$ cat src/rtl/psc_pkg.sv
package psc_pkg;
   // word select field of the write offset
   typedef enum logic [1:0] {
      WSEL_A    = 2'd0,
      WSEL_B    = 2'd1,
      WSEL_C    = 2'd2,
      WSEL_NONE = 2'd3
   } psc_wsel_e;

   localparam int unsigned PSC_WORDS_PER_PHASE = 3;
endpackage

$ cat src/rtl/psc_pos_accum.sv
module psc_pos_accum #(
   parameter int unsigned FRAC_W  = 13,
   parameter int unsigned INC_W   = 16,
   parameter int unsigned START_W = 19,
   parameter int unsigned POS_W   = 24,
   parameter int unsigned PH_W    = 4
) (
   input  logic                      clk,
   input  logic                      rst_n,
   input  logic                      line_start,
   input  logic                      sample_step,
   input  logic [START_W-1:0]        start_val,
   input  logic [INC_W-1:0]          inc_val,
   output logic [POS_W-FRAC_W-1:0]   pos_int,
   output logic [PH_W-1:0]           pos_phase
);
   logic [POS_W-1:0] pos_q;

   always_ff @(posedge clk or negedge rst_n) begin
      if (!rst_n) begin
         pos_q <= '0;
      end else if (line_start) begin
         pos_q <= {{(POS_W-START_W){start_val[START_W-1]}}, start_val};
      end else if (sample_step) begin
         pos_q <= pos_q + {{(POS_W-INC_W){1'b0}}, inc_val};
      end
   end

   assign pos_int   = pos_q[POS_W-1:FRAC_W];
   assign pos_phase = pos_q[FRAC_W-1 -: PH_W];
endmodule

$ cat src/rtl/psc_bank_array.sv
module psc_bank_array #(
   parameter int unsigned NUM_BANKS = 4,
   parameter int unsigned STORED_PH = 9,
   parameter int unsigned PH_W      = 4,
   parameter int unsigned WORD_W    = 28
) (
   input  logic                          clk,
   input  logic                          rst_n,
   input  logic                          wr_en,
   input  logic [$clog2(NUM_BANKS)-1:0]  wr_bank,
   input  psc_pkg::psc_wsel_e            wr_sel,
   input  logic [PH_W-1:0]               wr_phase,
   input  logic [WORD_W-1:0]             wr_word,
   input  logic [$clog2(NUM_BANKS)-1:0]  rd_bank,
   input  logic [PH_W-1:0]               rd_phase,
   output logic [WORD_W-1:0]             word_a,
   output logic [WORD_W-1:0]             word_b,
   output logic [WORD_W-1:0]             word_c
);
   import psc_pkg::*;

   logic [WORD_W-1:0] mem_q [NUM_BANKS][STORED_PH][PSC_WORDS_PER_PHASE];
   logic              wr_hit;

   assign wr_hit = wr_en && (wr_sel != WSEL_NONE) && (int'(wr_phase) < STORED_PH);

   always_ff @(posedge clk or negedge rst_n) begin
      if (!rst_n) begin
         for (int b = 0; b < NUM_BANKS; b++)
            for (int p = 0; p < STORED_PH; p++)
               for (int w = 0; w < PSC_WORDS_PER_PHASE; w++)
                  mem_q[b][p][w] <= '0;
      end else if (wr_hit) begin
         mem_q[wr_bank][wr_phase][wr_sel] <= wr_word;
      end
   end

   assign word_a = mem_q[rd_bank][rd_phase][0];
   assign word_b = mem_q[rd_bank][rd_phase][1];
   assign word_c = mem_q[rd_bank][rd_phase][2];
endmodule

$ cat src/rtl/psc_tap_unpack.sv
module psc_tap_unpack #(
   parameter int unsigned TAPS   = 7,
   parameter int unsigned COEF_W = 12,
   parameter int unsigned OUT_W  = 16,
   parameter int unsigned WORD_W = 28
) (
   input  logic [WORD_W-1:0]       word_a,
   input  logic [WORD_W-1:0]       word_b,
   input  logic [WORD_W-1:0]       word_c,
   output logic [TAPS*OUT_W-1:0]   taps_o
);
   logic [3*WORD_W-1:0] stream;
   assign stream = {word_a, word_b, word_c};

   for (genvar t = 0; t < TAPS; t++) begin : g_tap
      logic [COEF_W-1:0] fld;
      assign fld = stream[(TAPS-1-t)*COEF_W +: COEF_W];
      assign taps_o[t*OUT_W +: OUT_W] = {{(OUT_W-COEF_W){fld[COEF_W-1]}}, fld};
   end
endmodule

$ cat src/rtl/psc_coef_store.sv
module psc_coef_store #(
   parameter int unsigned NUM_BANKS  = 4,
   parameter int unsigned NUM_PHASES = 16,
   parameter int unsigned TAPS       = 7,
   parameter int unsigned COEF_W     = 12,
   parameter int unsigned OUT_W      = 16,
   parameter int unsigned FRAC_W     = 13,
   parameter int unsigned INC_W      = 16,
   parameter int unsigned START_W    = 19,
   parameter int unsigned POS_W      = 24,
   parameter int unsigned OFS_W      = 8,
   parameter int unsigned DATA_W     = 32
) (
   input  logic                          clk,
   input  logic                          rst_n,
   input  logic                          wr_en,
   input  logic [$clog2(NUM_BANKS)-1:0]  wr_bank,
   input  logic [OFS_W-1:0]              wr_ofs,
   input  logic [DATA_W-1:0]             wr_data,
   input  logic [$clog2(NUM_BANKS)-1:0]  rd_bank,
   input  logic                          tap5_mode,
   input  logic                          line_start,
   input  logic                          sample_step,
   input  logic [START_W-1:0]            start_val,
   input  logic [INC_W-1:0]              inc_val,
   output logic [POS_W-FRAC_W-1:0]       pos_int,
   output logic [$clog2(NUM_PHASES)-1:0] pos_phase,
   output logic [$clog2(NUM_PHASES)-1:0] coef_phase,
   output logic [TAPS*OUT_W-1:0]         coef_taps
);
   import psc_pkg::*;

   localparam int unsigned PH_W      = $clog2(NUM_PHASES);
   localparam int unsigned HALF      = NUM_PHASES / 2;
   localparam int unsigned STORED_PH = HALF + 1;
   localparam int unsigned WORD_W    = (TAPS * COEF_W) / PSC_WORDS_PER_PHASE;

   // elaboration-time parameter checks
   if (NUM_PHASES != (1 << PH_W) || NUM_PHASES < 4)
      $error("NUM_PHASES must be a power of two of at least 4");
   if ((TAPS % 2) == 0 || TAPS < 3)
      $error("TAPS must be odd and at least 3");
   if (((TAPS * COEF_W) % PSC_WORDS_PER_PHASE) != 0 || WORD_W > DATA_W)
      $error("taps must pack evenly into three data words");
   if (OUT_W <= COEF_W)
      $error("OUT_W must exceed COEF_W");
   if (FRAC_W < PH_W || POS_W <= START_W || POS_W <= INC_W || POS_W <= FRAC_W)
      $error("position widths inconsistent");
   if (OFS_W != PH_W + 4)
      $error("OFS_W must hold word select, phase and byte lanes");

   // write offset decode
   psc_wsel_e         wr_sel;
   logic [PH_W-1:0]   wr_phase;
   logic              unused_bits;
   assign wr_sel      = psc_wsel_e'(wr_ofs[OFS_W-1 -: 2]);
   assign wr_phase    = wr_ofs[PH_W+1:2];
   assign unused_bits = ^{wr_ofs[1:0], wr_data[DATA_W-1:WORD_W]};

   psc_pos_accum #(
      .FRAC_W(FRAC_W), .INC_W(INC_W), .START_W(START_W), .POS_W(POS_W), .PH_W(PH_W)
   ) u_pos (
      .clk(clk), .rst_n(rst_n), .line_start(line_start), .sample_step(sample_step),
      .start_val(start_val), .inc_val(inc_val), .pos_int(pos_int), .pos_phase(pos_phase)
   );

   // mirror phases past the midpoint onto the stored half
   logic            mirror;
   logic [PH_W-1:0] rd_phase;
   assign mirror   = pos_phase > PH_W'(HALF);
   assign rd_phase = mirror ? (~pos_phase + PH_W'(1)) : pos_phase;

   logic [WORD_W-1:0] word_a, word_b, word_c;

   psc_bank_array #(
      .NUM_BANKS(NUM_BANKS), .STORED_PH(STORED_PH), .PH_W(PH_W), .WORD_W(WORD_W)
   ) u_banks (
      .clk(clk), .rst_n(rst_n), .wr_en(wr_en), .wr_bank(wr_bank), .wr_sel(wr_sel),
      .wr_phase(wr_phase), .wr_word(wr_data[WORD_W-1:0]), .rd_bank(rd_bank),
      .rd_phase(rd_phase), .word_a(word_a), .word_b(word_b), .word_c(word_c)
   );

   logic [TAPS*OUT_W-1:0] raw_taps, sel_taps;

   psc_tap_unpack #(
      .TAPS(TAPS), .COEF_W(COEF_W), .OUT_W(OUT_W), .WORD_W(WORD_W)
   ) u_unpack (
      .word_a(word_a), .word_b(word_b), .word_c(word_c), .taps_o(raw_taps)
   );

   for (genvar t = 0; t < TAPS; t++) begin : g_order
      localparam bit OUTER = (t == 0) || (t == TAPS - 1);
      always_comb begin
         if (OUTER && tap5_mode)
            sel_taps[t*OUT_W +: OUT_W] = '0;
         else if (mirror)
            sel_taps[t*OUT_W +: OUT_W] = raw_taps[(TAPS-1-t)*OUT_W +: OUT_W];
         else
            sel_taps[t*OUT_W +: OUT_W] = raw_taps[t*OUT_W +: OUT_W];
      end
   end

   always_ff @(posedge clk or negedge rst_n) begin
      if (!rst_n) begin
         coef_taps  <= '0;
         coef_phase <= '0;
      end else begin
         coef_taps  <= sel_taps;
         coef_phase <= pos_phase;
      end
   end
endmodule

$ cat config.mk
export PLATFORM = sky130hd
export DESIGN_NAME = psc_coef_store
export DESIGN_NICKNAME = d
export VERILOG_FILES = /design/src/rtl/psc_pkg.sv /design/src/rtl/psc_pos_accum.sv /design/src/rtl/psc_bank_array.sv /design/src/rtl/psc_tap_unpack.sv /design/src/rtl/psc_coef_store.sv
export SDC_FILE = /design/constraint.sdc
export NUM_CORES = 2
export LEC_CHECK = 0
export BUFFER_PORTS_ARGS = -buffer_cell sky130_fd_sc_hd__buf_2
export CORE_ASPECT_RATIO = 1.5
export CORE_UTILIZATION = 50
export DETAILED_ROUTE_END_ITERATION = 10
export PLACE_DENSITY = 0.72
export SYNTH_ARGS = -nofsm -noshare
export SYNTH_HDL_FRONTEND = slang
export SYNTH_HIERARCHICAL = 1
export SYNTH_SLANG_ARGS = --single-unit
$ cat constraint.sdc
create_clock -name clk -period 4.5 [get_ports clk]
set_input_delay 0.9 -clock clk [delete_from_list [all_inputs] [get_ports clk]]
set_output_delay 0.9 -clock clk [all_outputs]
set_load 0.02 [all_outputs]
# After elaboration in Yosys (flattened, before gate mapping)
# Index checks and enable logic that the tools add are counted.
totals:
  out_inout_bits: 131
  inputBits: 85
  ff_bits: 3164
  elab_cells: 160
op_classes:
  n_mux: 24
  magnitude_cmp: 10
  n_reduce_logical: 6
  n_bitwise: 6
  add_sub_neg: 2
  n_eq_ne: 1
op_table:
  columns: ["op", "n"]
  rows:
  - ["bitwise mux 3024 bit", 1]
  - ["2-to-1 mux 756 bit", 3]
  - ["binary-select mux 756 bit (select 2 bit)", 1]
  - ["demux 756 bit (select 2 bit)", 1]
  - ["binary-select mux 84 bit (select 4 bit)", 1]
  - ["demux 84 bit (select 4 bit)", 1]
  - ["2-to-1 mux 84 bit", 3]
  - ["2-to-1 mux 16 bit", 8]
  - ["demux 28 bit (select 2 bit)", 1]
  - ["2-to-1 mux 24 bit", 2]
  - ["2-to-1 mux 28 bit", 1]
  - ["adder 24 x 16 -> 24 bit", 1]
  - ["greater-or-equal comparator 5 bit, second input constant", 2]
  - ["inverter 4 -> 5 bit", 2]
  - ["greater-or-equal comparator 3 bit, second input constant", 3]
  - ["inverter 2 -> 3 bit", 3]
  - ["less-than comparator 3 x 1 -> 1 bit, second input constant", 2]
  - ["logical AND 1 bit", 5]
  - ["less-than comparator 5 x 1 -> 1 bit, second input constant", 1]
  - ["adder 4 x 1 -> 4 bit, second input constant", 1]
  - ["> comparator 4 bit, second input constant", 1]
  - ["less-than comparator 4 bit, second input constant", 1]
  - ["2-to-1 mux 4 bit", 1]
  - ["inverter 4 bit", 1]
  - ["2 further kinds", 2]

# Depth between registers and ports, before layout
depth:
  word_depth: 10
  ltp_mapped: 17
  ltp_nobuf: 10

# Hierarchy
# Netlist, hierarchy kept.
by_module_without_submodules:
  columns: ["module", "instances", "area_each_um2", "seq_area_each_um2", "cells_each"]
  rows:
  - ["psc_bank_array", 1, 136636.0, 75672.6, 8633]
  - ["psc_coef_store", 1, 4336.7, 2902.8, 269]
  - ["psc_pos_accum", 1, 2262.2, 600.6, 279]
  - ["psc_tap_unpack", 1, 840.8, 0.0, 112]

# Worst setup path before layout
# OpenSTA, ideal clock, no wires.
synth_timing:
  path_type: "register to register"
  from: "reg u_pos.pos_q[9]"
  to: "reg coef_taps[29]"
  t_arrival_ps: 3318
  setup_time_ps: 127
  stages_incl_launch_ff: 17
  required_time_ps: 4373
  n_path_buf: 7
  synth_period_minus_slack_ps: 3445
  slack_ps: 1055
  path_cell_list: "dfrtp_1 > buf_4 > inv_1 > ha_1 > a21boi_2 > buf_4 > mux2_2 > clkbuf_1 > nor2b_1 > clkbuf_1 > clkbuf_1 > clkbuf_1 > a22oi_1 > a31oi_1 > a22o_1 > buf_4 > mux2_1"
synth_via:
  elab_chain_len: 8
  word_cells_on_any_way: 9
  classes_between: "add/sub (1); order compare (1); mux (5); bitwise (2)"
synth_rtl:
  columns: ["item", "line", "source"]
  rows:
  - ["from (decl)", "psc_pos_accum.sv:17", "logic [POS_W-1:0] pos_q;"]
  - ["from (signal assigned)", "psc_pos_accum.sv:23", "pos_q <= {{(POS_W-START_W){start_val[START_W-1]}}, start_val};"]
  - ["from (signal assigned)", "psc_pos_accum.sv:25", "pos_q <= pos_q + {{(POS_W-INC_W){1'b0}}, inc_val};"]
  - ["inverter 4 bit", "psc_coef_store.sv:71", "assign rd_phase = mirror ? (~pos_phase + PH_W'(1)) : pos_phase;"]
  - ["adder 4 x 1 -> 4 bit", "psc_coef_store.sv:71", null]
  - ["2-to-1 mux 4 bit (*)", "psc_coef_store.sv:71", null]
  - ["named net rd_phase[1]", "psc_coef_store.sv:69", "logic [PH_W-1:0] rd_phase;"]
  - ["inverter 4 -> 5 bit (not written as such) (*)", "psc_bank_array.sv:38", "assign word_a = mem_q[rd_bank][rd_phase][0];"]
  - ["binary-select mux 84 bit (select 4 bit) (*)", "psc_bank_array.sv:38", null]
  - ["2-to-1 mux 84 bit (not written as such) (*) (2 in a row)", "psc_bank_array.sv:38", null]
  - ["named net word_a[15]", "psc_coef_store.sv:73", "logic [WORD_W-1:0] word_a, word_b, word_c;"]
  - ["2-to-1 mux 16 bit (*)", "psc_coef_store.sv:96", "else if (mirror)"]
  - ["named net sel_taps[29]", "psc_coef_store.sv:83", "logic [TAPS*OUT_W-1:0] raw_taps, sel_taps;"]
  - ["to (signal assigned)", "psc_coef_store.sv:108", "coef_taps <= sel_taps;"]
  - ["to (decl)", "psc_coef_store.sv:29", "output logic [TAPS*OUT_W-1:0] coef_taps"]
# The timed path passes the listed nets; every way through them passes the cells marked *. The select of a mux whose other input is x is not followed.
# A chain may end at the register's enable or synchronous reset.

# Worst setup path in the final report
layout_timing:
  from: "reg u_pos.pos_q[10]"
  to: "reg coef_taps[101]"
layout_via:
  elab_chain_len: 9
  word_cells_on_any_way: 10
  classes_between: "add/sub (1); order compare (1); mux (6); bitwise (2)"
layout_rtl:
  columns: ["item", "line", "source"]
  rows:
  - ["inverter 4 bit", "psc_coef_store.sv:71", null]
  - ["adder 4 x 1 -> 4 bit", "psc_coef_store.sv:71", null]
  - ["2-to-1 mux 4 bit (*)", "psc_coef_store.sv:71", null]
  - ["named net rd_phase[1]", "psc_coef_store.sv:69", null]
  - ["inverter 4 -> 5 bit (not written as such) (*)", "psc_bank_array.sv:38", null]
  - ["binary-select mux 84 bit (select 4 bit) (*)", "psc_bank_array.sv:38", null]
  - ["2-to-1 mux 84 bit (not written as such) (*) (2 in a row)", "psc_bank_array.sv:38", null]
  - ["named net word_a[21]", "psc_coef_store.sv:73", null]
  - ["2-to-1 mux 16 bit (*)", "psc_coef_store.sv:96", null]
  - ["2-to-1 mux 16 bit (*)", "psc_coef_store.sv:94", "if (OUTER && tap5_mode)"]
  - ["named net sel_taps[101]", "psc_coef_store.sv:83", null]
# Marked as above.

==> flow_summary_export.csv <==
group,metric,value,unit
status,result_of_the_run,"finished clean",
setup_path,crit_path_start,"u_pos/pos_q[10]",
floorplanning,floorplan.io_pins,216,
grt,grt_antenna_before_repair,24,
synthesis,synth_adder_area_share,0.162,%
synthesis,synth.yosys.seq_area_share,55.0,%
cts,cts.reportedPaths.clkPinSlew,0.06,ns
floorplanning,die_w,440,um
synthesis,synth.top_cells.by_area,"dfrtp_1, mux2_2, mux4_2, clkbuf_1, mux2i_1",
sta,finClkSkew,0.0522,ns
route,detail_route.wl_per_cell,31.3,um
synthesis,synth.ff_latch_count,3164,
synthesis,netlist_area,144000,um^2
place,hpwl,256000,um
cts,clock_insertion_delay_worst_skew,0.89,ns
synthesis,number_of_distinct_standard_cells_referenced_by_the_synthesized_netlist,75,
route,detail-route-antenna-nets,0,
synthesis,synth_top_family_by_area,"multiplexers",
run,max_cap_viol_count,0,
cts,htree_levels,5,
synthesis,yosys-mux-area-fraction,36.8,%
route,dr.pass1.iters,7,
grt,wire_length_of_the_first_global_routing_pass,616000,um
cells_and_area,final_cell_area,161000,um^2
synthesis,synth_top_cell_by_area,"dfrtp_1",
cells_and_area,syn2layout_area_growth,11.9,%
sta,rsz_0062_raised_after_global_routing,"false",
synthesis,synthesis.yosys.warnings,6,
sta,fin_tns_setup,0,ns
setup_path,r2r.worst_path.cells,11,
sta,slew_viol_final,0,
synthesis,synth.most_common_cell,"dfrtp_1",
synthesis,netlist_instances,9293,
cts,root_buffer,"clkbuf_16",
power,power_density,415,nW/um^2
cells_and_area,proportion_of_layout_cells_with_a_drive_suffix_above_1,53.8,%
sta,worst_pin_slew,1.31,ns
setup_path,crit_arrival,5.05,ns
power,total_leakage_power,77.3,nW
floorplanning,die-area,290000,um^2
cts,clockBufferDepth,4,
grt,global_route.overflow_total,0,
synthesis,asyncSetResetFlopFracSynth,100,%
sta,final.min_clock_period,4.30,ns
sta,whs,0.244,ns
synthesis,synth_simple_gate_area_share,1.67,%
synthesis,synth_xor_area_share,0.0608,%
floorplanning,floorplan.die.height,659,um
cts,cts.sinks,3164,
setup_path,worst_setup_path_end_kind,"flop",
power,design_power_total,66.9,mW
cells_and_area,postLayoutCoreUtil,56.2,%
cts,cts_buffers,301,
place,numPortBuffers,209,
route,detail_route.vias_per_cell,6.36,
sta,timing.max_slew.rel_slack,12.0,%
synthesis,dominant_synthesized_flop_cell,"dfrtp_1",
synthesis,yosys.area.top_type_share,55.0,%
sta,post-route-period-util,95.5,%
synthesis,mean_post_synth_cell_area,15.5,um^2
route,number_of_design_rule_violations_left_after_detail_routing,0,
place,post_dp_cell_area,151000,um^2
synthesis,synth_edf_count,0,
cells_and_area,fill_cells,22000,
cts,tritoncts,"built",
setup_path,worst_setup_path_class,"reg2reg",
floorplanning,effective_utilization_at_floorplan,50.2,%
sta,hold_viol,0,
synthesis,commonest_cells_in_the_netlist,"dfrtp_1, mux2_2, mux4_2",
route,num_vias,84200,
setup_path,cp_data_required_time,5.26,ns
grt,vias_in_the_first_global_route,91700,
setup_path,worst_r2r_startpoint,"u_pos/pos_q[10]",
floorplanning,placement_rows,241,
floorplanning,core_area,287000,um^2
route,detailed_route_wl,415000,um
place,post-place-ws,0.0625,ns
setup_path,path_max_fanout,45,
sta,setup_slack,0.202,ns
hold_path,timing.hold.worst.class,"in2reg",
power,max-vdd-ir-drop,0.328,mV
place,dpl.cell_count,12700,
grt,global_route.usage.total,28.8,%
setup_path,worst-r2r-setup-slack,0.20,ns
hold_path,holdCritStartpoint,"start_val[16]",
cells_and_area,finish.cell_count_without_fillers,13300,
synthesis,syn_nets,9396,
place,globalplace.congestion,0.840,
setup_path,setup.worst_path.start_class,"flop",
hold_path,whs_path_depth,3,
sta,fmax,0.233,GHz
route,drt_first_iter_violations,5781,
synthesis,synthesized_area_fraction_occupied_by_ao_oa_aoi_and_oai_cells,3.09,%
cells_and_area,finalNetCount,9345,
setup_path,worst_reg2reg_path_endpoint,"coef_taps[101]",
sta,setup_violations,0,
grt,grt_max_degree,173,
hold_path,holdPathEnd,"u_pos/pos_q[16]",
## cells in the final DEF (no fill, tap or decap), drive strengths merged, types with 8 or more instances in the layout
cell	Yosys	final
a21oi	43	43
nor2	124	124
nor2b	11	11
nand3	54	54
nand2b	35	35
clkbuf	560	431
or3	8	8
o21ai	25	25
clkinvlp	0	13
diode	0	20
a221oi	64	64
dfrtp	3164	3164
a31oi	38	38
inv	13	22
bufinv	0	24
clkinv	1	54
ha	17	17
mux2i	206	206
mux4	650	650
o221ai	79	79
mux2	3219	3219
buf	452	657
a211o	23	23
a211oi	61	61
a22oi	53	53
o31ai	32	32
nand2	142	142
a22o	113	113
## worst max-delay path by stage
stage                     endpoint  slack, ns  depth (start not counted)
finish              coef_taps[101]       0.20                         11
global route         coef_taps[29]       0.25                         11
CTS                  coef_taps[30]       0.32                         11
detailed placement   coef_taps[69]       0.06                          9
global placement     coef_taps[69]       0.06                          9
floorplan            coef_taps[29]       1.05                         16
## registers in the layout, indices dropped and copies added (netlist names)
register	cells
u_banks/mem_q	3024
coef_taps	112
u_pos/pos_q	24
coef_phase	4
## power by group
group / leakage, nW / internal (mW) / total, mW / switching [mW]
clock: 4.96 / 15.1 / 26.2 / 11.0
sequential: 43.7 / 29.9 / 30.6 / 0.781
combinational: 28.7 / 3.48 / 10.1 / 6.66
total: 77.3 / 48.5 / 66.9 / 18.4
## kinds of logic (layout without fill, tap and decap cells)
kind of cell | count (synthesis) | in the layout
compound gates | 569 | 569
xor+xnor | 10 | 10
other cells | 0 | 20
simple gates | 431 | 431
buf+inv | 1026 | 1202
flops | 3164 | 3164
fa+ha+maj | 18 | 18
mux | 4075 | 4075
## area by class of cell
class                      count  area [um^2]  area share (%)
clock inverter                99         1190           0.737
timing repair buffer         658         6460            4.01
clock buffer                 431         8890            5.51
antenna                       20         50.0          0.0310
inverter                      14         55.1          0.0341
multi-input combinational   5103        60700            37.7
tap                         3766         4710            2.92
sequential                  3164        79200            49.1
## layer usage
layer	up-vias	GRT usage (%)	part of all wire [%]
li1	34300	-	-
met1	46200	35.2	38
met2	2802	48.5	50
met3	966	4.02	5.4
met4	2	16.9	6.7
met5	-	0	0.0027
## repair_timing
action                                 in CTS  in global routing
gates resized for setup                     0                  0
buffers inserted                            0                  0
endpoints found under the hold margin      39                  0
hold buffers                                1                  0
## worst max-delay path: stages (launching register included)
cell      delay [ns]
dfrtp_1         0.47
inv_1           0.07
ha_1            0.26
a21boi_4        0.17
mux2_4          0.48
buf_4           0.33
nor2b_4         0.18
buf_12          0.39
a211oi_1        0.23
o31ai_1         0.61
nand2b_1        0.50
mux2i_1         0.29
No activity file was read; power rests on OpenSTA's default activity.
